`src/rtl/pwm_quad_pkg.sv`:
```
package pwm_quad_pkg;

  localparam int CNT_W  = 16;
  localparam int PRE_W  = 3;
  localparam int DIV_W  = 12;
  localparam int DATA_W = 32;

  typedef struct packed {
    logic             en;
    logic             pol;
    logic [PRE_W-1:0] pre;
    logic [CNT_W-1:0] duty;
    logic [CNT_W-1:0] tc;
  } chanCfg_t;

  localparam chanCfg_t CFG_RESET = '{en: 1'b0, pol: 1'b0, pre: 3'd7,
                                     duty: 16'd2, tc: 16'd4};

  // last prescaler count value before a tick, per divider code
  function automatic logic [DIV_W-1:0] divLast(input logic [PRE_W-1:0] code);
    case (code)
      3'd0:    divLast = DIV_W'(0);
      3'd1:    divLast = DIV_W'(3);
      3'd2:    divLast = DIV_W'(7);
      3'd3:    divLast = DIV_W'(15);
      3'd4:    divLast = DIV_W'(63);
      3'd5:    divLast = DIV_W'(255);
      3'd6:    divLast = DIV_W'(1023);
      default: divLast = DIV_W'(4095);
    endcase
  endfunction

endpackage

```
`src/rtl/pwm_quad_ctrl.sv`:
```
module pwm_quad_ctrl
  import pwm_quad_pkg::*;
#(
  parameter int NUM_CH = 4,
  parameter int ADDR_W = 8
) (
  input  logic                              clk,
  input  logic                              rstN,
  input  logic                              regWr,
  input  logic [ADDR_W-1:0]                 regAddr,
  input  logic [DATA_W-1:0]                 regWrData,
  input  logic [NUM_CH-1:0][CNT_W-1:0]      chanCnt,
  output logic [DATA_W-1:0]                 regRdData,
  output chanCfg_t [NUM_CH-1:0]             cfg
);

  localparam int CFG_BYTES = NUM_CH * 16;
  localparam int PAIRS     = NUM_CH / 2;
  localparam int SEL_W     = ADDR_W - 4;

  logic [1:0]        wordSel;
  logic [SEL_W-1:0]  chanIdx;
  logic              inCfg;
  logic [ADDR_W-1:0] ctrOff;
  logic              unusedBits;

  assign wordSel    = regAddr[3:2];
  assign chanIdx    = regAddr[ADDR_W-1:4];
  assign inCfg      = regAddr < ADDR_W'(CFG_BYTES);
  assign ctrOff     = regAddr - ADDR_W'(CFG_BYTES);
  assign unusedBits = ^{regWrData[DATA_W-1:CNT_W], ctrOff[1:0]};

  for (genvar c = 0; c < NUM_CH; c++) begin : g_cfg
    always_ff @(posedge clk) begin
      if (!rstN) begin
        cfg[c] <= CFG_RESET;
      end else if (regWr && inCfg && chanIdx == SEL_W'(c)) begin
        case (wordSel)
          2'd0: cfg[c].en <= regWrData[0];
          2'd1: begin
            cfg[c].pre <= regWrData[PRE_W-1:0];
            cfg[c].pol <= regWrData[PRE_W];
          end
          2'd2: cfg[c].duty <= regWrData[CNT_W-1:0];
          default: cfg[c].tc <= regWrData[CNT_W-1:0];
        endcase
      end
    end
  end

  always_comb begin
    regRdData = '0;
    for (int c = 0; c < NUM_CH; c++) begin
      if (inCfg && chanIdx == SEL_W'(c)) begin
        case (wordSel)
          2'd0:    regRdData[0]         = cfg[c].en;
          2'd1:    regRdData[PRE_W:0]   = {cfg[c].pol, cfg[c].pre};
          2'd2:    regRdData[CNT_W-1:0] = cfg[c].duty;
          default: regRdData[CNT_W-1:0] = cfg[c].tc;
        endcase
      end
    end
    for (int p = 0; p < PAIRS; p++) begin
      if (!inCfg && ctrOff[ADDR_W-1:2] == (ADDR_W-2)'(p)) begin
        regRdData = {chanCnt[2*p+1], chanCnt[2*p]};
      end
    end
  end

endmodule

```
`src/rtl/pwm_quad_chan.sv`:
```
module pwm_quad_chan
  import pwm_quad_pkg::*;
(
  input  logic             clk,
  input  logic             rstN,
  input  chanCfg_t         cfg,
  output logic [CNT_W-1:0] cnt,
  output logic             pwmOut
);

  logic [DIV_W-1:0] preCnt;
  logic [PRE_W-1:0] shPre;
  logic [CNT_W-1:0] shDuty;
  logic [CNT_W-1:0] shTc;
  logic             tick;
  logic             lastStep;

  assign tick     = preCnt == divLast(shPre);
  assign lastStep = ({1'b0, cnt} + (CNT_W+1)'(1)) >= {1'b0, shTc};

  always_ff @(posedge clk) begin
    if (!rstN) begin
      preCnt <= '0;
      cnt    <= '0;
      shPre  <= CFG_RESET.pre;
      shDuty <= CFG_RESET.duty;
      shTc   <= CFG_RESET.tc;
    end else if (!cfg.en) begin
      preCnt <= '0;
      cnt    <= '0;
      shPre  <= cfg.pre;
      shDuty <= cfg.duty;
      shTc   <= cfg.tc;
    end else if (tick) begin
      preCnt <= '0;
      if (lastStep) begin
        cnt    <= '0;
        shPre  <= cfg.pre;
        shDuty <= cfg.duty;
        shTc   <= cfg.tc;
      end else begin
        cnt <= cnt + CNT_W'(1);
      end
    end else begin
      preCnt <= preCnt + DIV_W'(1);
    end
  end

  assign pwmOut = (cfg.en && (cnt < shDuty)) ^ cfg.pol;

endmodule

```
`src/rtl/pwm_quad_datapath.sv`:
```
module pwm_quad_datapath
  import pwm_quad_pkg::*;
#(
  parameter int NUM_CH = 4
) (
  input  logic                          clk,
  input  logic                          rstN,
  input  chanCfg_t [NUM_CH-1:0]         cfg,
  output logic [NUM_CH-1:0][CNT_W-1:0]  chanCnt,
  output logic [NUM_CH-1:0]             pwmOut
);

  for (genvar c = 0; c < NUM_CH; c++) begin : g_chan
    pwm_quad_chan chan_i (
      .clk    (clk),
      .rstN   (rstN),
      .cfg    (cfg[c]),
      .cnt    (chanCnt[c]),
      .pwmOut (pwmOut[c])
    );
  end

endmodule

```
`src/rtl/pwm_quad.sv`:
```
module pwm_quad
  import pwm_quad_pkg::*;
#(
  parameter int NUM_CH = 4,
  parameter int ADDR_W = 8
) (
  input  logic              clk,
  input  logic              rstN,
  input  logic              regWr,
  input  logic [ADDR_W-1:0] regAddr,
  input  logic [31:0]       regWrData,
  output logic [31:0]       regRdData,
  output logic [NUM_CH-1:0] pwmOut
);

  chanCfg_t [NUM_CH-1:0]         cfg;
  logic [NUM_CH-1:0][CNT_W-1:0]  chanCnt;
  logic [NUM_CH-1:0]             chanEn;
  logic [NUM_CH-1:0]             chanPol;

  for (genvar c = 0; c < NUM_CH; c++) begin : g_flags
    assign chanEn[c]  = cfg[c].en;
    assign chanPol[c] = cfg[c].pol;
  end

  pwm_quad_ctrl #(.NUM_CH(NUM_CH), .ADDR_W(ADDR_W)) ctrl_i (
    .clk       (clk),
    .rstN      (rstN),
    .regWr     (regWr),
    .regAddr   (regAddr),
    .regWrData (regWrData),
    .chanCnt   (chanCnt),
    .regRdData (regRdData),
    .cfg       (cfg)
  );

  pwm_quad_datapath #(.NUM_CH(NUM_CH)) dp_i (
    .clk     (clk),
    .rstN    (rstN),
    .cfg     (cfg),
    .chanCnt (chanCnt),
    .pwmOut  (pwmOut)
  );

endmodule

```
`config.mk`:
```
export PLATFORM = sky130hd
export DESIGN_NAME = pwm_quad
export DESIGN_NICKNAME = d
export VERILOG_FILES = /design/src/rtl/pwm_quad_pkg.sv /design/src/rtl/pwm_quad_ctrl.sv /design/src/rtl/pwm_quad_chan.sv /design/src/rtl/pwm_quad_datapath.sv /design/src/rtl/pwm_quad.sv
export SDC_FILE = /design/constraint.sdc
export NUM_CORES = 1
export LEC_CHECK = 0
export ABC_AREA = 1
export BUFFER_PORTS_ARGS = -buffer_cell sky130_fd_sc_hd__buf_4
export CORE_UTILIZATION = 45
export CTS_BUF_LIST = sky130_fd_sc_hd__clkbuf_2 sky130_fd_sc_hd__clkbuf_4 sky130_fd_sc_hd__clkbuf_8
export DETAILED_ROUTE_END_ITERATION = 7
export PLACE_DENSITY = 0.61
export SYNTH_ARGS = -nofsm -noshare
export SYNTH_HDL_FRONTEND = slang
export SYNTH_SLANG_ARGS = --single-unit
```
`constraint.sdc`:
```
create_clock -name clk -period 7.95 [get_ports clk]
set_input_delay 0.795 -clock clk [delete_from_list [all_inputs] [get_ports clk]]
set_output_delay 0.795 -clock clk [all_outputs]
set_load 0.02 [all_outputs]
```
==> PnR_summary.wiki <==
{| class="wikitable"
! Metric !! Value
|-
| Vertical die dimension || 225 µm
|-
| Number of synthesized flops with an enable pin || 0
|-
| Hold Violations, Final || 0
|-
| Commonest cells in the netlist || sky130_fd_sc_hd__nand2_1 (660), sky130_fd_sc_hd__inv_1 (451), sky130_fd_sc_hd__dfxtp_1 (400), sky130_fd_sc_hd__a21oi_1 (361), sky130_fd_sc_hd__nor2_1 (262)
|-
| Count of max-cap constraint violations || 0
|-
| Final RePlAce weighted congestion || 0.965
|-
| Half-perimeter wire length after detailed placement || 46200 µm
|-
| Via count normalized by instance count || ~5.2
|-
| Clock-pin slew reported for the worst setup and hold paths after clock tree synthesis || 60 ps
|-
| Asr flop ratio synth || 0
|-
| Later-pin clock latency in the skew report || 650 ps
|-
| Antenna violation net count after detailed routing || 0
|-
| Library cell with the highest instance count after synthesis || sky130_fd_sc_hd__nand2_1
|-
| Crit path launch type || input port
|-
| Final Total Pwr || 4320 µW
|-
| Number of antenna violations at the first check in global routing || 2
|-
| Remaining design rule violation count || 0
|-
| Setup repair after global routing missed its margin || false
|-
| Gate count after technology mapping || 3226
|-
| Chip width || 225 µm
|-
| I/O pin total || 79
|-
| Number of detailed-routing iterations run before antenna repair || 5
|-
| TritonCTS Sinks || 400
|-
| Global-route wire length before repair || 102000 µm
|-
| Count of input and output buffers || 60
|-
| Largest area contributor in the synthesized netlist || sky130_fd_sc_hd__dfxtp_1
|-
| Synth Warn # || 0
|-
| Layout Cell Area excl Fill || between 20000 and 25000 µm²
|-
| Yosys cell types || between 40 and 50
|-
| Worst-path maximum fanout || 19
|-
| GRT met3 Usage || 0.0504
|-
| Fraction of final layout cells sized beyond drive strength 1 || 0.0858
|-
| Required time at the endpoint of the critical path || 7150 ps
|-
| Total net switching power || 1050 µW
|-
| FF+latch area || 8010 µm²
|-
| CTS Root Cell || sky130_fd_sc_hd__clkbuf_8
|-
| Total vias in the final route || 20600
|-
| Worst min-delay path class || register to register
|-
| Initial cell density of the core || 0.455
|-
| Most common cell on crit path || sky130_fd_sc_hd__buf_4
|-
| Max Slew Vio Count || 0
|-
| Clock tree from TritonCTS || yes
|-
| Final Setup Violations || 0
|-
| Result of the run || complete, no violations
|-
| CP arrival || around 4000 ps
|-
| Net switching fraction of the power || 0.243
|-
| Number of buffers inserted to repair setup after CTS || 0
|-
| Overflow left after global routing || 0
|-
| Synth-to-layout area growth || 9.23%
|-
| Cell type of the slowest stage on the worst timing path || sky130_fd_sc_hd__clkinv_1
|-
| Top post-synthesis cells by area || sky130_fd_sc_hd__dfxtp_1 (36%), sky130_fd_sc_hd__nand2_1 (11%), sky130_fd_sc_hd__a21oi_1 (8.1%), sky130_fd_sc_hd__inv_1 (7.6%), sky130_fd_sc_hd__ha_1 (7.4%)
|-
| Overall routed net length || 64300 µm
|-
| Avg Cell Area, Syn || 6.91 µm²
|-
| Footprint of the multi-input gates || 11600 µm²
|-
| Peak supply drop || 0.0000922 V
|-
| PostCTS Resize Cnt || 0
|-
| Number of global-route vias before repair || 18900
|-
| Post-Route Setup TNS || 0 ps
|-
| Count of nets after finishing || 3386
|-
| Area inside the core boundary || 49000 µm²
|-
| Capturing element type of the critical path || output port
|-
| Combinational power share || 0.044
|-
| Number of CTS-inserted buffers || 74
|-
| Worst max-slew margin expressed relative to the limit || 0.217
|-
| Sequential-to-total area share from yosys stat || 0.359
|-
| Portion of synthesized cell area occupied by the leading cell type || 0.359
|-
| Post-Route Skew || around 27 ps
|-
| Crit Path Class || input port to output port
|-
| Critical Path Max Stage Delay || 630 ps
|-
| Post-route fraction of the period consumed by the critical path || 0.596
|-
| Total placed instance area || 22800 µm²
|-
| Most common flop cell mapped by yosys || sky130_fd_sc_hd__dfxtp_1
|-
| Global-route met2 utilization || 0.382
|-
| Combined global-route utilization of all metal layers || 0.254
|-
| Internal Pwr Total || 3270 µW
|-
| Cell Chain, Critical Path || buf_4 -> inv_1 -> nor2_2 -> inv_1 -> nor2_1 -> buf_4 -> clkinv_1 -> o2111ai_1 -> buf_4
|-
| H-Tree Level Count || 3
|-
| Number of storage elements in the synthesis netlist || 400
|-
| Standby leakage power || 0.0114 µW
|-
| Measured slew at the worst slew-check pin || 1170 ps
|-
| P per Cell Area || 177 nW/µm²
|-
| Sequential cell fraction of total power || 0.470
|-
| Synth Net Count || approximately 3400
|-
| Most utilized layer in the global route result || met2
|-
| Die area || 50400 µm²
|-
| Filler cells || ~4900
|-
| Highest achievable clock rate || 211 MHz
|-
| Crit path time final || 4740 ps
|-
| Detailed-route wire length per cell || 16.4 µm
|-
| Fraction of met1 tracks used by global routing || 0.356
|-
| Summed instance area of the synthesized netlist || 22300 µm²
|-
| Initial DRC count || 1718
|-
| Pin count of the biggest net entering global routing || 119
|-
| FP Rows || 81
|-
| Clock group share of total power || 0.487
|-
| Quantity of hold-fixing buffers added after cts || 0
|-
| Bufs on Longest Clock Path || 3
|}
==> power groups by stage <==
stage / registers (µW) / logic, µW / clock network, µW
5_1_grt: 2030 / 208 / 2240
2_1_floorplan: 2070 / 122 / 0
4_1_cts: 2030 / 187 / 2150
3_3_place_gp: 2070 / 183 / 0
3_5_place_dp: 2070 / 186 / 0
6_report: 2030 / 190 / 2100
==> registers in the layout, indices dropped and copies added (netlist names) <==
name                       cells
ctrl_i.cfg                   148
dp_i.g_chan.chan_i.preCnt     48
dp_i.g_chan.chan_i.shTc       64
dp_i.g_chan.chan_i.shDuty     64
dp_i.g_chan.chan_i.shPre      12
dp_i.g_chan.chan_i.cnt        64
==> cells in the final DEF (no fill, tap or decap), drive strengths merged, types with 9 or more instances in the layout <==
master / instances
a21oi: 361
nor4: 11
inv: 477
dfxtp: 400
ha: 132
clkbuf: 115
nand3: 255
xnor2: 13
o211ai: 9
nand4: 53
nor3: 37
nor2: 274
xor2: 59
o21ai: 230
nand2: 667
buf: 72
o22ai: 35
==> layer usage <==
layer	share of wire	vias up
li1	-	10500
met1	0.47	9330
met2	0.43	670
met3	0.068	144
met4	0.036	0
met5	0	-
==> area by class of cell <==
class                   count  share of cell area
diodes                      2            0.000206
repair buffers             72              0.0224
multi-input cells        2188               0.477
inverters                 475              0.0732
well taps                 664              0.0341
clock buffers             115              0.0599
clock inverters            12             0.00421
flip-flops and latches    400               0.329
==> worst paths after layout <==
path | startpoint | slack, ps | cells after the start | end
setup / recovery | regAddr[2] | 3210 | 9 | regRdData[0]
setup reg to reg | dp_i.g_chan[0].chan_i.cnt[0]$_SDFFE_PN0P_ | 3910 | 20 | dp_i.g_chan[0].chan_i.shDuty[12]$_SDFFE_PN0P_
hold reg to reg | dp_i.g_chan[1].chan_i.preCnt[0]$_SDFF_PP0_ | 450 | 1 | dp_i.g_chan[1].chan_i.preCnt[0]$_SDFF_PP0_
hold / removal | dp_i.g_chan[1].chan_i.preCnt[0]$_SDFF_PP0_ | 450 | 1 | dp_i.g_chan[1].chan_i.preCnt[0]$_SDFF_PP0_
==> per-stage QoR <==
stage / utilization / hold slack [ps] / std cells / setup slack (ps)
2_1_floorplan: - / 429 / 3226 / 4880
3_3_place_gp: 0.465 / 442 / 3799 / 3400
3_5_place_dp: 0.465 / 449 / 3799 / 3320
4_1_cts: 0.497 / 442 / 3926 / 3310
5_1_grt: 0.497 / 477 / 3926 / 3110
6_report: 0.497 / 454 / 3928 / 3210
==> logic make-up after synthesis <==
family	synth area share
buffers and inverters	0.120
AOI/OAI and AO/OA	0.160
xor gates and xnor gates	0.0283
and+or+nand+nor	0.258
adders and majority gates	0.0741
DFF	0.359
==> critical path: cells and delay by family <==
family / cells / cell delay [ps]
AND/OR/NAND/NOR: 2 / 720
buffers and inverters: 6 / 1830
AO/OA/AOI/OAI: 1 / 560
Power figures use the tool's default switching activity.
